==> src/rtl/fwd_pkg.sv <==
package fwd_pkg;
  typedef enum logic [1:0] {
    SEL_RF    = 2'b00,
    SEL_MEMWB = 2'b01,
    SEL_EXMEM = 2'b10
  } fwd_sel_e;

  localparam int unsigned NUM_OPS    = 3;
  localparam int unsigned OP_ALU_A   = 0;
  localparam int unsigned OP_ALU_B   = 1;
  localparam int unsigned OP_ST_DATA = 2;
endpackage

==> src/rtl/fwd_ex_reg.sv <==
module fwd_ex_reg #(
  parameter int unsigned REG_AW = 5
) (
  input  logic              clk_i,
  input  logic              rst_ni,
  input  logic              id_valid_i,
  input  logic [REG_AW-1:0] id_rs1_i,
  input  logic [REG_AW-1:0] id_rs2_i,
  input  logic [REG_AW-1:0] id_rd_i,
  input  logic              id_we_i,
  input  logic              id_use_imm_i,
  input  logic              id_store_i,
  output logic              ex_valid_o,
  output logic [REG_AW-1:0] ex_rs1_o,
  output logic [REG_AW-1:0] ex_rs2_o,
  output logic              ex_use_imm_o,
  output logic              ex_store_o,
  output logic              ex_wr_o,
  output logic [REG_AW-1:0] ex_rd_o
);
  logic id_wr;
  // a writer only counts when the slot is real and the target is not r0
  assign id_wr = id_valid_i && id_we_i && (id_rd_i != '0);

  always_ff @(posedge clk_i or negedge rst_ni) begin
    if (!rst_ni) begin
      ex_valid_o   <= 1'b0;
      ex_rs1_o     <= '0;
      ex_rs2_o     <= '0;
      ex_use_imm_o <= 1'b0;
      ex_store_o   <= 1'b0;
      ex_wr_o      <= 1'b0;
      ex_rd_o      <= '0;
    end else begin
      ex_valid_o   <= id_valid_i;
      ex_rs1_o     <= id_rs1_i;
      ex_rs2_o     <= id_rs2_i;
      ex_use_imm_o <= id_use_imm_i;
      ex_store_o   <= id_store_i;
      ex_wr_o      <= id_wr;
      ex_rd_o      <= id_rd_i;
    end
  end
endmodule

==> src/rtl/fwd_dest_pipe.sv <==
module fwd_dest_pipe #(
  parameter int unsigned REG_AW = 5,
  parameter int unsigned DEPTH  = 2
) (
  input  logic                         clk_i,
  input  logic                         rst_ni,
  input  logic                         in_wr_i,
  input  logic [REG_AW-1:0]            in_rd_i,
  output logic [DEPTH-1:0]             wr_o,
  output logic [DEPTH-1:0][REG_AW-1:0] rd_o
);
  for (genvar s = 0; s < DEPTH; s++) begin : g_stage
    logic              nxt_wr;
    logic [REG_AW-1:0] nxt_rd;
    if (s == 0) begin : g_head
      assign nxt_wr = in_wr_i;
      assign nxt_rd = in_rd_i;
    end else begin : g_body
      assign nxt_wr = wr_o[s-1];
      assign nxt_rd = rd_o[s-1];
    end

    always_ff @(posedge clk_i or negedge rst_ni) begin
      if (!rst_ni) begin
        wr_o[s] <= 1'b0;
        rd_o[s] <= '0;
      end else begin
        wr_o[s] <= nxt_wr;
        rd_o[s] <= nxt_rd;
      end
    end
  end
endmodule

==> src/rtl/fwd_match.sv <==
module fwd_match
  import fwd_pkg::*;
#(
  parameter int unsigned REG_AW = 5
) (
  input  logic              use_i,
  input  logic [REG_AW-1:0] src_i,
  input  logic              near_wr_i,
  input  logic [REG_AW-1:0] near_rd_i,
  input  logic              far_wr_i,
  input  logic [REG_AW-1:0] far_rd_i,
  output fwd_sel_e          sel_o
);
  logic hit_near, hit_far;
  assign hit_near = use_i && near_wr_i && (near_rd_i == src_i);
  assign hit_far  = use_i && far_wr_i  && (far_rd_i  == src_i);

  // younger producer first
  always_comb begin
    if (hit_near)     sel_o = SEL_EXMEM;
    else if (hit_far) sel_o = SEL_MEMWB;
    else              sel_o = SEL_RF;
  end
endmodule

==> src/rtl/fwd_unit.sv <==
module fwd_unit
  import fwd_pkg::*;
#(
  parameter int unsigned REG_AW = 5
) (
  input  logic              clk_i,
  input  logic              rst_ni,
  input  logic              id_valid_i,
  input  logic [REG_AW-1:0] id_rs1_i,
  input  logic [REG_AW-1:0] id_rs2_i,
  input  logic [REG_AW-1:0] id_rd_i,
  input  logic              id_we_i,
  input  logic              id_use_imm_i,
  input  logic              id_store_i,
  output logic [1:0]        a_sel_o,
  output logic [1:0]        b_sel_o,
  output logic [1:0]        st_sel_o
);
  localparam int unsigned PROD_STAGES = 2;
  localparam int unsigned ST_EXMEM    = 0;
  localparam int unsigned ST_MEMWB    = 1;

  logic              ex_valid, ex_use_imm, ex_store, ex_wr;
  logic [REG_AW-1:0] ex_rs1, ex_rs2, ex_rd;

  logic [PROD_STAGES-1:0]             prod_wr;
  logic [PROD_STAGES-1:0][REG_AW-1:0] prod_rd;

  logic [NUM_OPS-1:0]             op_use;
  logic [NUM_OPS-1:0][REG_AW-1:0] op_src;
  fwd_sel_e                       op_sel [NUM_OPS];

  fwd_ex_reg #(.REG_AW(REG_AW)) u_ex_reg (
    .clk_i        (clk_i),
    .rst_ni       (rst_ni),
    .id_valid_i   (id_valid_i),
    .id_rs1_i     (id_rs1_i),
    .id_rs2_i     (id_rs2_i),
    .id_rd_i      (id_rd_i),
    .id_we_i      (id_we_i),
    .id_use_imm_i (id_use_imm_i),
    .id_store_i   (id_store_i),
    .ex_valid_o   (ex_valid),
    .ex_rs1_o     (ex_rs1),
    .ex_rs2_o     (ex_rs2),
    .ex_use_imm_o (ex_use_imm),
    .ex_store_o   (ex_store),
    .ex_wr_o      (ex_wr),
    .ex_rd_o      (ex_rd)
  );

  fwd_dest_pipe #(.REG_AW(REG_AW), .DEPTH(PROD_STAGES)) u_dest_pipe (
    .clk_i   (clk_i),
    .rst_ni  (rst_ni),
    .in_wr_i (ex_wr),
    .in_rd_i (ex_rd),
    .wr_o    (prod_wr),
    .rd_o    (prod_rd)
  );

  // operand consumers in execute
  assign op_use[OP_ALU_A]   = ex_valid;
  assign op_src[OP_ALU_A]   = ex_rs1;
  assign op_use[OP_ALU_B]   = ex_valid && !ex_use_imm;
  assign op_src[OP_ALU_B]   = ex_rs2;
  assign op_use[OP_ST_DATA] = ex_valid && ex_store;
  assign op_src[OP_ST_DATA] = ex_rs2;

  for (genvar i = 0; i < NUM_OPS; i++) begin : g_op
    fwd_match #(.REG_AW(REG_AW)) u_match (
      .use_i     (op_use[i]),
      .src_i     (op_src[i]),
      .near_wr_i (prod_wr[ST_EXMEM]),
      .near_rd_i (prod_rd[ST_EXMEM]),
      .far_wr_i  (prod_wr[ST_MEMWB]),
      .far_rd_i  (prod_rd[ST_MEMWB]),
      .sel_o     (op_sel[i])
    );
  end

  assign a_sel_o  = op_sel[OP_ALU_A];
  assign b_sel_o  = op_sel[OP_ALU_B];
  assign st_sel_o = op_sel[OP_ST_DATA];
endmodule

==> config.mk <==
export PLATFORM = sky130hd
export DESIGN_NAME = fwd_unit
export DESIGN_NICKNAME = d
export VERILOG_FILES = /design/src/rtl/fwd_pkg.sv /design/src/rtl/fwd_ex_reg.sv /design/src/rtl/fwd_dest_pipe.sv /design/src/rtl/fwd_match.sv /design/src/rtl/fwd_unit.sv
export SDC_FILE = /design/constraint.sdc
export NUM_CORES = 1
export LEC_CHECK = 0
export ABC_AREA = 0
export BUFFER_PORTS_ARGS = -buffer_cell sky130_fd_sc_hd__buf_4
export CORE_MARGIN = 5
export CORE_UTILIZATION = 55
export CTS_BUF_LIST = sky130_fd_sc_hd__clkbuf_8
export DETAILED_ROUTE_END_ITERATION = 6
export PLACE_DENSITY = 0.89
export REMOVE_ABC_BUFFERS = 1
export SYNTH_ARGS = -nofsm -noshare
export SYNTH_HDL_FRONTEND = slang
export SYNTH_HIERARCHICAL = 1
export SYNTH_SLANG_ARGS = --single-unit
==> constraint.sdc <==
create_clock -name clk_i -period 1.2 [get_ports clk_i]
set_input_delay 0.06 -clock clk_i [delete_from_list [all_inputs] [get_ports clk_i]]
set_output_delay 0.06 -clock clk_i [all_outputs]
set_load 0.01 [all_outputs]
Word level (Yosys, flattened, before mapping)

Index checks and enable logic that the tools add are counted.

Bits in latches: 0
Memories: 0
Bits of input ports: 21
Output and inout bits: 6
Bits in read-only memories: 0
Logic and storage cells: 39
Register bits after elaboration: 31
Bits in writable memories: 0

Multipliers: 0
Order comparisons: 0
$add $sub $neg: 0
Equal/unequal tests: 4
Reductions and logical operators: 18
Shift operators: 0
Mux-type cells: 6
Bitwise operators: 0
Divide/modulo/power cells: 0

Operators with widths:

| cell              | count |
|---|---|
| $eq 5x5->1        | 4 |
| $logic_and 1x1->1 | 16 |
| $mux 2            | 3 |
| $reduce_bool 5->1 | 1 |
| $mux 1            | 3 |
| $logic_not 1->1   | 1 |

Depth between registers and ports, before layout

Depth in word-level cells: 6
Mapped depth: 4

Cells and area by module

Netlist, hierarchy kept.

By module, submodules not included:

| module        | cells each | times used | seq. area each (µm²) | area an instance (µm²) |
|---|---|---|---|---|
| fwd_ex_reg    | 21         | 1          | 475.5                | 491.7 |
| fwd_match     | 17         | 3          | 0.0                  | 138.9 |
| fwd_dest_pipe | 13         | 1          | 300.3                | 307.8 |
| fwd_unit      | 2          | 1          | 0.0                  | 20.0 |

Worst setup path before layout

Ideal clock, no wire load.

Path kind: flip-flop to output port
Start: reg u_ex_reg.ex_rs2_o[3]
End: out b_sel_o[0]
Required time: 1140 ps
Stages on the path, launching flop included: 4
Arrival time: 1056 ps
Buffers on the path: 0
Slack: 84 ps
Cell sequence: dfrtp_1 xor2_1 nor4_2 o211a_1

Longest elaborated chain between the ends: 4

RTL lines:

| what                     | line             | source |
|---|---|---|
| start: declaration       | fwd_ex_reg.sv:15 | `output logic [REG_AW-1:0] ex_rs2_o,` |
| start signal: assignment | fwd_ex_reg.sv:37 | `ex_rs2_o <= id_rs2_i;` |
| $eq 5x5->1               | fwd_match.sv:16  | `assign hit_far = use_i && far_wr_i && (far_rd_i == src_i);` |
| $logic_and 1x1->1        | fwd_match.sv:16  |  |
| $mux 1                   | fwd_match.sv:21  | `else if (hit_far) sel_o = SEL_MEMWB;` |
| $mux 2 *                 | fwd_match.sv:20  | `if (hit_near) sel_o = SEL_EXMEM;` |
| end: declaration         | fwd_unit.sv:16   | `output logic [1:0] b_sel_o,` |

Mark *: on every way between the ends. The rest lies on a longest branch, timed or not.

Final worst setup path

Start: reg u_ex_reg.ex_rs2_o[1]
End: out st_sel_o[0]

Longest elaborated chain between the ends: 4

RTL lines:

| what              | line            | source |
|---|---|---|
| $eq 5x5->1        | fwd_match.sv:16 |  |
| $logic_and 1x1->1 | fwd_match.sv:16 |  |
| $mux 1            | fwd_match.sv:21 |  |
| $mux 2 *          | fwd_match.sv:20 |  |
| end: declaration  | fwd_unit.sv:17  | `output logic [1:0] st_sel_o` |

Marked as above.

==> summary by stage <==
STA
Setup repair after global routing could not meet its margin everywhere. The total count of max-transition violations in the final report is 0. The transition at the pin with the smallest max-transition slack is 364.0 ps.

The routed design could run at a clock period as short as 1571 ps. Setup violations remaining at the end of the flow were counted as 6. The setup skew after layout is 5.661 ps.

The maximum operating frequency is 0.6364 GHz. The hold violation total from the final report came to 0. Once routing completed, OpenROAD measured the worst setup slack at -371.4 ps. The worst-case headroom to the max-slew limit is 75.74%. The worst path uses 130.9% of the clock period. The final worst hold slack is 53.35 ps.

Layout
The number of antenna diodes in the final layout is 0. The fraction of layout instances using a drive strength above 1 is 41.73%. The net count of the finished layout is 159. The library cells used most frequently in the layout, excluding fill and tap cells, are 27 x sky130_fd_sc_hd__buf_4, 22 x sky130_fd_sc_hd__dfrtp_1, 19 x sky130_fd_sc_hd__dlygate4sd3_1, 12 x sky130_fd_sc_hd__xor2_1, 10 x sky130_fd_sc_hd__xnor2_1. From synthesis to final layout, the design area changed by 48.28%. The final standard cell utilization of the core is 84.49%. The most frequent standard cell in the layout excluding fill and tap cells is sky130_fd_sc_hd__buf_4. The layout has 109 filler cells.

Worst setup path
The worst reg2reg path endpoint is u_dest_pipe/rd_o[7]$_DFF_PN0_. The critical path ends at st_sel_o[0]. The launching instance or port of the critical path is u_ex_reg/ex_rs2_o[1]$_DFF_PN0_. The worst setup path is launched from a flop. The register-to-register path setup slack is 580 ps. The top fanout value on the critical path is 4.

The kind of capture point of the worst setup path is an output pin. Walking the worst path, the cells encountered are xor2_1, nor4_2, o211a_1, buf_4. The required time of the worst setup path is 1140 ps. Counting buffers and inverters, the worst setup path is 4 cells deep.

In this design, the largest share of critical-path delay is due to flip-flops. On the worst path, the slowest cell contributes a delay of 450 ps. Counting both buffers and inverters, the worst setup path holds a total of 1. The worst reg2reg path startpoint is u_dest_pipe/g_stage[1].nxt_rd[2]$_DFF_PN0_. Data arrives at the worst endpoint at 1510 ps. The classification of the worst setup path is flop to output pin. The slowest stage of the critical path belongs to the cell sky130_fd_sc_hd__dfrtp_2. The worst-case reg-to-reg path depth is 0.

Placement
Port buffering added 26 buffers. The final HPWL from detailed placement is 1737 um. The congestion estimate from routability-driven global placement came to 0.8266.

Synth
Synthesis instantiated 14 different standard cells from the library. The synthesized design contains 31 register bits. In this run the cell area of the synthesized design comes to 0.001236 mm^2. Counting every instance in the synthesized netlist gives 87. The number of warnings issued by yosys is 6.

The synthesized area per cell is 14.21 um^2. The share of the yosys chip area belonging to registers is 62.75%.

Clocking
The insertion delay of the later-clocked pin in the worst-skew pair is 280 ps. Counting along the longest clock path gives a buffer depth of 2. The clock tree from TritonCTS is done. After clock tree synthesis, the clock-pin slew on the worst setup and hold paths is 60 ps.

The number of levels the H-tree was split into is 2. The clock net sink count is 31. TritonCTS created 5 clock buffers. The clock root buffer is sky130_fd_sc_hd__clkbuf_8.

Detailed routing
The final wirelength is 2713 um. The number of nets with antenna violations after routing is 0. After detailed routing, the average wire length per cell comes to 16.25 um. After detailed routing, the number of vias per cell comes to 5.096. The first detailed-routing pass ran for 4 iterations. In this run, the number of DRC markers left after iteration 0 of detailed routing was 15.

The detailed router placed 851 vias in this run. The final routed DRC violation total is 0.

Run
The tool flagged a number of max-cap violations equal to 0.

Global route
The pin count of the biggest net entering global routing is 32. The number of antenna violations at the first check in global routing is 0. The via count of the first global-routing pass is 983. In the global route stage, overall resource usage came out at 19.25%. The global-route congestion overflow total is 0. The first global-routing pass estimated 4560 um of wire.

Power and ir drop
VDD sags by at most 0.001292 V. In this run the static leakage power is 0.8415 nW. Dividing total power by cell area gives a power density of 1252 mW/mm^2.

Floorplanning
After floorplanning, the core was sized to cover 0.002170 mm^2. The die covers 0.003296 mm^2. The width of the die is 57.41 um. 27 I/O pins were placed. The die boundary height is 57.41 um. The initialized floorplan defines 17 standard-cell rows. The starting utilization of the core area is 56.98%.

Status
The flow ran to the end, but the final reports show violations. The checks that failed: negative setup slack.

Worst hold path
In this run the worst hold path is classified as input pin to flop.
-- logic make-up (layout without fill, tap and decap cells) --
| group | Yosys count | count (layout) | share of synthesized area [%] |
|---|---|---|---|
| AND/OR/NAND/NOR | 18 | 18 | 10.32 |
| flip-flops | 31 | 31 | 62.75 |
| XOR/XNOR | 30 | 30 | 21.25 |
| AO/OA/AOI/OAI | 4 | 4 | 3.239 |
| buffers and inverters | 4 | 56 | 2.429 |
-- what timing repair did --
item,CTS,global route
gates resized for setup,12,8
hold endpoints to repair,49,0
hold buffers,19,0
endpoints found under the setup margin,6,6
setup buffers,2,0
pin swaps,14,5
-- area by class of cell --
cell class | instances | area [um^2] | area share [%]
clock inverter | 1 | 3.754 | 0.2048
timing repair buffer | 48 | 415.4 | 22.66
clock buffer | 7 | 96.34 | 5.256
tap | 28 | 35.03 | 1.911
multi-input combinational | 52 | 495.5 | 27.03
sequential | 31 | 787.0 | 42.94
-- synthesized netlist by cell type (all sizes together) --
cell	instances	area [um^2]
dfrtp	31	775.7
o311a	1	10.01
o211a	3	30.03
nor2b	1	13.76
buf	4	30.03
nand4	3	18.77
xnor2	18	157.7
and2	1	6.260
nand3	3	15.01
nor2	3	11.26
xor2	12	105.1
or3	1	6.260
nor4	3	37.54
and3	3	18.77
-- metal layers --
layer / share of wire, % / vias up / routed length, um / global-route usage [%]
li1: - / 389 / - / -
met1: 37 / 430 / 993 / 20.97
met2: 56 / 28 / 1522 / 33.71
met3: 6.0 / 4 / 162 / 6.561
met4: 1.3 / 0 / 35 / 8.278
met5: 0 / - / 0 / 0
-- registers in the layout (all words and copies together) (netlist names) --
| name | cells |
|---|---|
| u_dest_pipe/g_stage.nxt_rd | 5 |
| u_dest_pipe/rd_o | 5 |
| u_ex_reg/ex_rd_o | 5 |
| u_ex_reg/ex_rs1_o | 5 |
| u_ex_reg/ex_rs2_o | 5 |
| u_dest_pipe/g_stage.nxt_wr | 1 |
| u_dest_pipe/wr_o | 1 |
| u_ex_reg/ex_store_o | 1 |
| u_ex_reg/ex_use_imm_o | 1 |
| u_ex_reg/ex_valid_o | 1 |
| u_ex_reg/ex_wr_o | 1 |
-- worst min-delay path by stage --
stage,startpoint,endpoint,slack (ps),cells after the start
final,id_we_i,u_ex_reg/ex_wr_o$_DFF_PN0_,50,2
after global placement,rst_ni,u_ex_reg/ex_rd_o[2]$_DFF_PN0_,-3,1
after floorplan,rst_ni,u_dest_pipe/g_stage[1].nxt_rd[0]$_DFF_PN0_,-240,0
after detailed placement,rst_ni,u_ex_reg/ex_rd_o[3]$_DFF_PN0_,1,1
after CTS,id_we_i,u_ex_reg/ex_wr_o$_DFF_PN0_,40,2
after global routing,id_we_i,u_ex_reg/ex_wr_o$_DFF_PN0_,50,2
-- metrics by stage --
stage	cell area, um^2	instances	setup slack [ps]	total power, mW	TNS, ps
detailed placement	1444	138	-88.50	1.369	-192.3
floorplan	1206	83	83.53	1.264	0
finish	1833	167	-371.4	2.294	-1598
global placement	1444	138	-43.75	1.356	-89.28
CTS	1800	167	-375.9	2.303	-1618
global route	1833	167	-450.5	2.396	-2118
-- report_power, final --
| group | leakage, nW | total (mW) | internal [mW] | switching [mW] |
|---|---|---|---|---|
| clock network | 0.0557 | 0.849 | 0.513 | 0.336 |
| logic | 0.430 | 0.272 | 0.174 | 0.0985 |
| registers | 0.356 | 1.17 | 1.10 | 0.0705 |
Power figures use the tool's default switching activity.
